File: src/rtl/ie_pkg.sv
package ie_pkg;
  // Status word bit positions decoded by the sequencer
  localparam int QSAVE_BIT = 3;
  localparam int MCHK_BIT  = 4;
  localparam int XLATE_BIT = 5;
  localparam int WIDE_BIT  = 12;
  // Vector numbers with special meaning
  localparam int MCHK_VEC  = 1;
  localparam int FETCH_LO  = 14;
  localparam int FETCH_HI  = 27;
  localparam int OFF_STEP  = 4;
endpackage

File: src/rtl/ie_status_unit.sv
module ie_status_unit #(
  parameter int XLEN  = 64,
  parameter int VEC_W = 5
) (
  input  logic             clk,
  input  logic             rst_n,
  input  logic             fire,
  input  logic             toc,
  input  logic [VEC_W-1:0] vec,
  input  logic [XLEN-1:0]  psw_in,
  input  logic             dflt_wide,
  output logic [XLEN-1:0]  saved_psw,
  output logic [XLEN-1:0]  psw_new
);
  import ie_pkg::*;

  function automatic logic [XLEN-1:0] entry_psw(input logic wide, input logic mchk);
    logic [XLEN-1:0] p;
    p = '0;
    p[WIDE_BIT] = wide;
    p[MCHK_BIT] = mchk;
    return p;
  endfunction

  logic is_mchk;
  assign is_mchk = !toc && (int'(vec) == MCHK_VEC);

  always_ff @(posedge clk or negedge rst_n) begin
    if (!rst_n) begin
      saved_psw <= '0;
      psw_new   <= '0;
    end else if (fire) begin
      saved_psw <= psw_in;
      psw_new   <= entry_psw(dflt_wide, is_mchk);
    end
  end

  AST_PSW_SAVED: assert property (@(posedge clk) disable iff (!rst_n)
    fire |=> saved_psw == $past(psw_in));
  AST_PSW_FEW_BITS: assert property (@(posedge clk) disable iff (!rst_n)
    fire |=> $countones(psw_new) <= 2);
endmodule

File: src/rtl/ie_queue_save.sv
module ie_queue_save #(
  parameter int XLEN  = 64,
  parameter int SPC_W = 32
) (
  input  logic             clk,
  input  logic             rst_n,
  input  logic             fire,
  input  logic             xlate,
  input  logic             wide,
  input  logic [SPC_W-1:0] space_f,
  input  logic [SPC_W-1:0] space_b,
  input  logic [XLEN-1:0]  off_f,
  input  logic [XLEN-1:0]  off_b,
  output logic [SPC_W-1:0] sv_space_f,
  output logic [SPC_W-1:0] sv_space_b,
  output logic [XLEN-1:0]  sv_off_f,
  output logic [XLEN-1:0]  sv_off_b
);
  localparam int NARROW = 32;

  function automatic logic [XLEN-1:0] fit_offset(input logic [XLEN-1:0] o, input logic w);
    return w ? o : {{(XLEN-NARROW){1'b0}}, o[NARROW-1:0]};
  endfunction

  always_ff @(posedge clk or negedge rst_n) begin
    if (!rst_n) begin
      sv_space_f <= '0;
      sv_space_b <= '0;
      sv_off_f   <= '0;
      sv_off_b   <= '0;
    end else if (fire) begin
      sv_space_f <= xlate ? space_f : '0;
      sv_space_b <= xlate ? space_b : '0;
      sv_off_f   <= fit_offset(off_f, wide);
      sv_off_b   <= fit_offset(off_b, wide);
    end
  end

  AST_SPACE_CLEARED: assert property (@(posedge clk) disable iff (!rst_n)
    fire && !xlate |=> sv_space_f == '0 && sv_space_b == '0);
  AST_NARROW_UPPER: assert property (@(posedge clk) disable iff (!rst_n)
    fire && !wide |=> sv_off_f[XLEN-1:NARROW] == '0 && sv_off_b[XLEN-1:NARROW] == '0);
endmodule

File: src/rtl/ie_shadow_bank.sv
module ie_shadow_bank #(
  parameter int XLEN = 64,
  parameter int NSH  = 7
) (
  input  logic                     clk,
  input  logic                     rst_n,
  input  logic                     fire,
  input  logic                     qsave,
  input  logic [NSH-1:0][XLEN-1:0] gr_pick,
  output logic [NSH-1:0][XLEN-1:0] shadow
);
  logic take;
  assign take = fire && qsave;

  for (genvar k = 0; k < NSH; k++) begin : g_slot
    always_ff @(posedge clk or negedge rst_n) begin
      if (!rst_n)     shadow[k] <= '0;
      else if (take)  shadow[k] <= gr_pick[k];
    end
  end

  AST_SHADOW_HELD: assert property (@(posedge clk) disable iff (!rst_n)
    !take |=> $stable(shadow));
endmodule

File: src/rtl/intr_entry_seq.sv
module intr_entry_seq #(
  parameter int XLEN  = 64,
  parameter int VEC_W = 5,
  parameter int SPC_W = 32,
  parameter int NSH   = 7,
  parameter int IW    = 32
) (
  input  logic                     clk,
  input  logic                     rst_n,
  input  logic                     accept,
  input  logic                     toc,
  input  logic [VEC_W-1:0]         vec,
  input  logic [XLEN-1:0]          psw_in,
  input  logic                     dflt_wide,
  input  logic [SPC_W-1:0]         space_f,
  input  logic [SPC_W-1:0]         space_b,
  input  logic [XLEN-1:0]          off_f,
  input  logic [XLEN-1:0]          off_b,
  input  logic [NSH-1:0][XLEN-1:0] gr_pick,
  input  logic [XLEN-1:0]          vec_base,
  input  logic [XLEN-1:0]          fw_start,
  input  logic [IW-1:0]            insn_word,
  input  logic                     insn_ok,
  output logic                     done,
  output logic [XLEN-1:0]          saved_psw,
  output logic [XLEN-1:0]          psw_new,
  output logic [SPC_W-1:0]         sv_space_f,
  output logic [SPC_W-1:0]         sv_space_b,
  output logic [XLEN-1:0]          sv_off_f,
  output logic [XLEN-1:0]          sv_off_b,
  output logic [NSH-1:0][XLEN-1:0] shadow,
  output logic [IW-1:0]            iir,
  output logic [XLEN-1:0]          new_off_f,
  output logic [XLEN-1:0]          new_off_b,
  output logic [SPC_W-1:0]         new_space,
  output logic                     gr_load,
  output logic [XLEN-1:0]          gr24_val,
  output logic [XLEN-1:0]          gr25_val
);
  import ie_pkg::*;
  localparam int SLOT_SH = 5; // 32-byte handler slots

  function automatic logic [XLEN-1:0] slot_addr(input logic [XLEN-1:0] base,
                                                input logic [VEC_W-1:0] v);
    return base + (XLEN'(v) << SLOT_SH);
  endfunction

  function automatic logic in_fetch_set(input logic [VEC_W-1:0] v);
    return (int'(v) >= FETCH_LO) && (int'(v) <= FETCH_HI);
  endfunction

  // Named internal events
  logic old_q, old_c, old_w, iir_take;
  logic [XLEN-1:0] front_tgt;
  assign old_q     = psw_in[QSAVE_BIT];
  assign old_c     = psw_in[XLATE_BIT];
  assign old_w     = psw_in[WIDE_BIT];
  assign iir_take  = accept && old_q && !toc && in_fetch_set(vec);
  assign front_tgt = toc ? fw_start : slot_addr(vec_base, vec);

  ie_status_unit #(.XLEN(XLEN), .VEC_W(VEC_W)) u_status (
    .clk(clk), .rst_n(rst_n), .fire(accept), .toc(toc), .vec(vec),
    .psw_in(psw_in), .dflt_wide(dflt_wide),
    .saved_psw(saved_psw), .psw_new(psw_new));

  ie_queue_save #(.XLEN(XLEN), .SPC_W(SPC_W)) u_queue (
    .clk(clk), .rst_n(rst_n), .fire(accept), .xlate(old_c), .wide(old_w),
    .space_f(space_f), .space_b(space_b), .off_f(off_f), .off_b(off_b),
    .sv_space_f(sv_space_f), .sv_space_b(sv_space_b),
    .sv_off_f(sv_off_f), .sv_off_b(sv_off_b));

  ie_shadow_bank #(.XLEN(XLEN), .NSH(NSH)) u_shadow (
    .clk(clk), .rst_n(rst_n), .fire(accept), .qsave(old_q),
    .gr_pick(gr_pick), .shadow(shadow));

  assign new_space = '0;

  always_ff @(posedge clk or negedge rst_n) begin
    if (!rst_n) begin
      done      <= 1'b0;
      iir       <= '0;
      new_off_f <= '0;
      new_off_b <= '0;
      gr_load   <= 1'b0;
      gr24_val  <= '0;
      gr25_val  <= '0;
    end else begin
      done    <= accept;
      gr_load <= accept && toc;
      if (iir_take) iir <= insn_ok ? insn_word : '0;
      if (accept) begin
        new_off_f <= front_tgt;
        new_off_b <= front_tgt + XLEN'(OFF_STEP);
      end
      if (accept && toc) begin
        gr24_val <= XLEN'(old_c ? space_b : '0);
        gr25_val <= old_w ? off_b : {{(XLEN-32){1'b0}}, off_b[31:0]};
      end
    end
  end

  AST_DONE_FOLLOWS: assert property (@(posedge clk) disable iff (!rst_n)
    accept |=> done);
  AST_IDLE_HOLDS: assert property (@(posedge clk) disable iff (!rst_n)
    !accept |=> !done && $stable(saved_psw) && $stable(new_off_f) && $stable(sv_off_b));
  AST_BACK_STEP: assert property (@(posedge clk) disable iff (!rst_n)
    accept |=> new_off_b == new_off_f + XLEN'(OFF_STEP));
  AST_GR_MIRROR: assert property (@(posedge clk) disable iff (!rst_n)
    gr_load |-> gr25_val == sv_off_b && gr24_val == XLEN'(sv_space_b));
  AST_IIR_HELD: assert property (@(posedge clk) disable iff (!rst_n)
    !iir_take |=> $stable(iir));
endmodule

File: config.mk
export PLATFORM = sky130hd
export DESIGN_NAME = intr_entry_seq
export DESIGN_NICKNAME = d
export VERILOG_FILES = /design/src/rtl/ie_pkg.sv /design/src/rtl/ie_status_unit.sv /design/src/rtl/ie_queue_save.sv /design/src/rtl/ie_shadow_bank.sv /design/src/rtl/intr_entry_seq.sv
export SDC_FILE = /design/constraint.sdc
export NUM_CORES = 1
export LEC_CHECK = 0
export BUFFER_PORTS_ARGS = -buffer_cell sky130_fd_sc_hd__clkbuf_2
export CORE_AREA = 4 4 768 770
export DETAILED_ROUTE_END_ITERATION = 12
export DIE_AREA = 0 0 772 774
export PLACE_DENSITY = 0.31
export SYNTH_ARGS = -nofsm -noshare
export SYNTH_HDL_FRONTEND = slang
export SYNTH_HIERARCHICAL = 1
export SYNTH_SLANG_ARGS = --single-unit
export TNS_END_PERCENT = 20
File: constraint.sdc
create_clock -name clk -period 0.8 [get_ports clk]
set_input_delay 0.16 -clock clk [delete_from_list [all_inputs] [get_ports clk]]
set_output_delay 0.16 -clock clk [all_outputs]
set_load 0.005 [all_outputs]
* Word level (Yosys, flattened, before mapping)
Index checks and enable logic that the tools add are counted.
** Operators by class
- Add/sub/neg operators :: 2
- Multiply operators :: 0
- Divide/modulo/power cells :: 0
- Magnitude comparators :: 2
- Eq/ne operators :: 1
- Shifts and indexed selects :: 0
- Multiplexer cells :: 7
- Bitwise gates (word level) :: 0
- Reduce and logical (&&, ||, !) cells :: 7
** Operators with widths (number)
- $mux W64 :: 3
- $mux W32 :: 4
- $add A64 B10 Y64 :: 1
- $add A64 B3 Y64 const B :: 1
- $logic_and A1 B1 Y1 :: 6
- $eq A5 B2 Y1 const B :: 1
- $ge A5 B4 Y1 const B :: 1
- $le A5 B5 Y1 const B :: 1
- $logic_not A1 Y1 :: 1
** Word-level totals
- Flip-flop bits (word level) :: 996
- Latch bits :: 0
- Memory bits (writable) :: 0
- Memory bits (read-only) :: 0
- Output and inout port bits :: 1090
- Word-level logic and storage cells :: 39
- Memories :: 0

* Logic depth before layout (Yosys ltp)
- Word-level depth :: 3
- Mapped depth :: 16
- Depth with buffers taken out :: 12

* Hierarchy
The synthesis kept the hierarchy.
** By module, submodules not included
- ie_shadow_bank :: times used 1, cells each 946, area each 16801.1 um^2, seq. area each 11210.8 um^2
- intr_entry_seq :: times used 1, cells each 1594, area each 13884.6 um^2, seq. area each 6406.1 um^2
- ie_queue_save :: times used 1, cells each 690, area each 7712.4 um^2, seq. area each 4804.6 um^2
- ie_status_unit :: times used 1, cells each 205, area each 3045.4 um^2, seq. area each 1651.6 um^2

* Worst setup path before layout
Ideal clock, no wire load.
- Kind :: in2reg
- Start point :: in toc
- End point :: reg new_off_b[60]
- Library setup time :: 82 ps
- Arrival time :: 4077 ps
- Data required time :: 718 ps
- Setup slack :: -3359 ps
- Stages :: 15
- Cells stage by stage :: buf_1 > clkbuf_1 > clkbuf_1 > clkbuf_1 > clkbuf_1 > buf_1 > mux2_2 > ha_1 > nand3b_1 > or3_1 > and3b_1 > and4bb_2 > nand4_2 > or4_1 > a31oi_1
** On the way
- Word-level cells in the longest chain between the ends :: 2
** RTL lines
- start, declared :: line intr_entry_seq.sv:11 : input logic toc,
- $mux W64 :: line intr_entry_seq.sv:59 : assign front_tgt = toc ? fw_start : slot_addr(vec_base, vec);
- named net front_tgt[2] :: line intr_entry_seq.sv:54 : logic [XLEN-1:0] front_tgt;
- $add A64 B3 Y64 :: line intr_entry_seq.sv:93 : new_off_b <= front_tgt + XLEN'(OFF_STEP);
- end signal, assigned :: line intr_entry_seq.sv:93
- end, declared :: line intr_entry_seq.sv:34 : output logic [XLEN-1:0] new_off_b,
The timed path passes the listed nets, and every way through them passes these cells.
A chain may end at the register's enable or synchronous reset.

* Final worst setup path
- Start point :: in vec_base[9]
- End point :: reg new_off_b[59]
** On the way
- Word-level cells in the longest chain between the ends :: 3
** RTL lines
- start, declared :: line intr_entry_seq.sv:20 : input logic [XLEN-1:0] vec_base,
- $add A64 B10 Y64 :: line intr_entry_seq.sv:45 : return base + (XLEN'(v) << SLOT_SH);
- $mux W64 :: line intr_entry_seq.sv:59
- $add A64 B3 Y64 :: line intr_entry_seq.sv:93
Every way passes these cells.

==> summary.txt <==
Synth
  • Synth unique cells: 70
  • Largest family of logic cells by synthesized area: multiplexers
  • Simple-gate share of the synthesized area: 0.0920
  • Mux cell area share after synthesis: 0.182
  • Flops & latches, synth: 962
  • Seq/Total Area, Yosys: 0.581
  • Synth Area in Adders: 0.00229
  • Compound-Gate Fraction of Synth Area: 0.0587
  • Ys async rst share: 1.00
  • Post-synth top area cell: dfrtp_1
  • Post-synth top flop: dfrtp_1
  • Syn Area/Cell: roughly 12 µm²
  • Syn Std Cell Area: between 40,000 and 50,000 µm²
  • Post-Synth XOR/XNOR Area: 0.0182
  • Top cell type's share of synthesized area: 0.581
  • Syn Inst Count: around 3,400
  • YS warnings: 6
  • Top cells by area, synth: dfrtp_1 (58%), mux2_2 (15%), nand2_1 (3.4%)
  • Number of synthesized flops with an enable pin: 0
  • Synth top cells by count: dfrtp_1 (962), mux2_2 (553), nand2_1 (371), o21ai_0 (275), nand3_1 (179)
  • Count leader, synth: dfrtp_1

STA
  • Min Clock Period, post-route: around 2.9 ns
  • Max Freq: 0.348 GHz
  • Worst slew pin tran: 0.880 ns
  • Hold slack: -0.126 ns
  • Setup-failing EPs final: around 1,500
  • Final hold viol count: 25
  • Clock Skew: 0 ns
  • Pins Over Slew Limit: 0
  • Final setup margin: -2.07 ns
  • RSZ-0062 raised after global routing: true
  • Fin crit share: 3.59
  • Slew HR: 0.396

GRT
  • Largest net degree at the start of global routing: 65
  • Total gr overflow: 0
  • All-Layer GR Usage: 0.142
  • First-pass GRT wire length: 542,000 µm
  • Vias in the first global route: between 40,000 and 50,000
  • Initial antenna violation count: 187

Routing
  • Vias: 41,716
  • Final ANT Viol Nets: 0
  • Final wirelength: 442,000 µm
  • DRC: 0
  • DRT iter0 DRCs: 2,043
  • Vias per cell: approximately 2.8
  • First-pass detailed-route iteration total: 5
  • Mean routed wirelength per cell: 29.8 µm

Clocking
  • CTS sink cnt: 962
  • Worst-Skew Late Latency: approximately 0.84 ns
  • Max Root-Sink Buffers: 4
  • TritonCTS buffer count: 151
  • Clock tree root driver cell: clkbuf_16
  • Clock-pin slew of the registers on the worst-case setup and hold paths: 0.06 ns
  • CTS tree: done
  • CTS H-tree lvls: 4

Floorplanning
  • # IOs: ~2,000
  • Area of the core: approximately 600,000 µm²
  • Row cnt: 281
  • Initial core utilization: 0.0710
  • Full die area: approximately 600,000 µm²
  • Vert. Die Dim: 774 µm
  • Die W: 772 µm

Setup path
  • CP peak stage delay: 0.38 ns
  • CP Max Fanout: 7
  • Critical path launch point type: input pin
  • Critical path class: input pin to register
  • Crit. End Element: register
  • CP most frequent cell: buf_6
  • Crit-path cells: buf_8 -> ha_4 -> buf_6 -> nand4_1 -> buf_6 -> buf_12 -> a211oi_2 -> mux2_4 -> a221o_1 -> or3_4 -> a2111oi_4 -> buf_6 -> nand4_4 -> buf_6 -> or3_1 -> a31oi_1
  • Worst path slowest cell: a2111oi_4
  • CP arrival: between 3 and 4 ns
  • CP required: 1.55 ns

Layout
  • Layout cells sized above 1: 0.502
  • Final core utilization: 0.151
  • Area growth syn-to-layout: 112%
  • Filler instances: ~66,000
  • Multi-input gate area: 16,300 µm²
  • Sequential Area: between 20,000 and 25,000 µm²
  • Design area: 88,000 µm²
  • Total Nets Final: between 7,000 and 8,000

Power
  • Peak supply drop: 1.48 mV
  • Combinational fraction of design power: 0.284
  • Pint: 0.121 W
  • Sequential Power Share: 0.330
  • Pleak: 38.4 nW
  • P_sw: between 0.06 and 0.07 W
  • Clock group share of total power: 0.386
  • Sw frac: 0.334
  • Tot Pwr: around 0.18 W
  • PD cells: slightly above 2000 nW/µm²

Placement
  • GP Congestion: 0.904
  • DP HPWL: 387,000 µm
  • Placement Cell Area: 69,600 µm²
  • Buffers on Ports: 1,838

Worst hold path
  • Worst Hold Class: input pin to register

Job
  • MaxCap Viol Count: 0

Status
  • Status: complete, but fails checks
  • Violated checks: hold timing, setup timing
## power groups by stage
stage / clock network, W / logic (W) / registers (W)
3_3_place_gp: 0 / 0.0467 / 0.0607
5_1_grt: 0.0754 / 0.0554 / 0.0608
4_1_cts: 0.0741 / 0.0536 / 0.0601
3_5_place_dp: 0 / 0.0465 / 0.0608
2_1_floorplan: 0 / 0.00951 / 0.0591
6_report: 0.0701 / 0.0516 / 0.0600
## path summary, 6_finish.rpt
kind,slack (ns),cells after the start,start,to
setup / recovery,-2.07,16,vec_base[9],new_off_b[59]
hold / removal,-0.13,4,fw_start[36],new_off_f[36]
setup reg to reg,-0.14,2,u_queue/sv_off_b[30],u_queue/sv_off_b[30]
hold reg to reg,0.47,2,gr25_val[21],gr25_val[21]
max in group asynchronous,-0.23,9,rst_n,u_shadow/shadow[133]
min in group asynchronous,0.05,8,rst_n,u_shadow/shadow[252]
## metrics by stage
step,cells,worst slack (ns),TNS (ns)
floorplan,3559,-2.53,-412.15
global placement,13426,-3.22,-869.50
detailed placement,13426,-3.23,-869.68
CTS,14804,-1.94,-1350.96
global route,14847,-2.06,-1042.19
finish,14864,-2.07,-933.94
## per-layer routing
layer	vias to the layer above	wire (µm)	global-route usage
li1	18640	-	-
met1	20606	156000	0.147
met2	1863	216000	0.251
met3	587	50600	0.0693
met4	20	20000	0.0487
met5	-	128	0
## cells by family (layout without fill, tap and decap cells)
kind of cell             count (synthesis)  in the layout
multiplexers                           649            649
XOR/XNOR                                86             86
AND/OR/NAND/NOR                        822            823
AO/OA/AOI/OAI                          437            437
other                                    2            163
flip-flops                             962            962
adder cells (fa/ha/maj)                  7              7
buffers and inverters                  470           3955
## worst max-delay path: cells and delay by family
family | cells | cell delay [ns]
buffers and inverters | 6 | 0.85
and+or+nand+nor | 4 | 0.88
adders and majority gates | 1 | 0.30
AOI/OAI and AO/OA | 4 | 1.09
muxes | 1 | 0.34
## what timing repair did
action / 4_1_cts / 5_1_grt
endpoints found under the hold margin: 1921 / 72
buffers inserted: 48 / 21
hold buffers: 1069 / 3
cloned: 1 / 3
setup endpoints to repair: 1265 / 1884
gates resized for setup: 322 / 141
pin swaps: 64 / 40
## placed cells by master (no fill, tap or decap), types with 14 or more instances in the layout
cell type and n:
xnor2_1 29, clkbuf_16 157, nand4_1 34, inv_1 140, xor2_1 42, nand3_1 168
o21ai_0 191, nor2_1 97, buf_4 491, a21oi_1 59, conb_1 126, a21oi_2 14
dfrtp_1 936, clkbuf_1 24, and3_1 18, nand2_1 367, diode_2 37, dfrtp_2 26
o21ai_1 77, mux2_4 91, clkinv_2 19, buf_12 435, mux2_2 535, a31oi_1 14
buf_6 67, mux2i_1 21, clkbuf_2 1399, clkbuf_8 112, dlygate4sd3_1 1062
## area by class of cell
| type | count | area share |
|---|---|---|
| Timing Repair Buffer | 3551 | 0.366 |
| Sequential cell | 962 | 0.274 |
| Multi-Input combinational cell | 2128 | 0.185 |
| Tap cell | 7782 | 0.111 |
| Clock buffer | 212 | 0.0501 |
| Clock inverter | 51 | 0.00730 |
| Inverter | 141 | 0.00602 |
| Antenna cell | 37 | 0.00105 |
## registers in the layout (all words and copies together), names as in the netlist, 62 cells and up
| name | cells |
|---|---|
| u_shadow/shadow | 448 |
| gr25_val | 64 |
| new_off_f | 64 |
| u_queue/sv_off_b | 64 |
| u_queue/sv_off_f | 64 |
| u_status/saved_psw | 64 |
| new_off_b | 62 |
No activity file was read; power rests on OpenSTA's default activity.
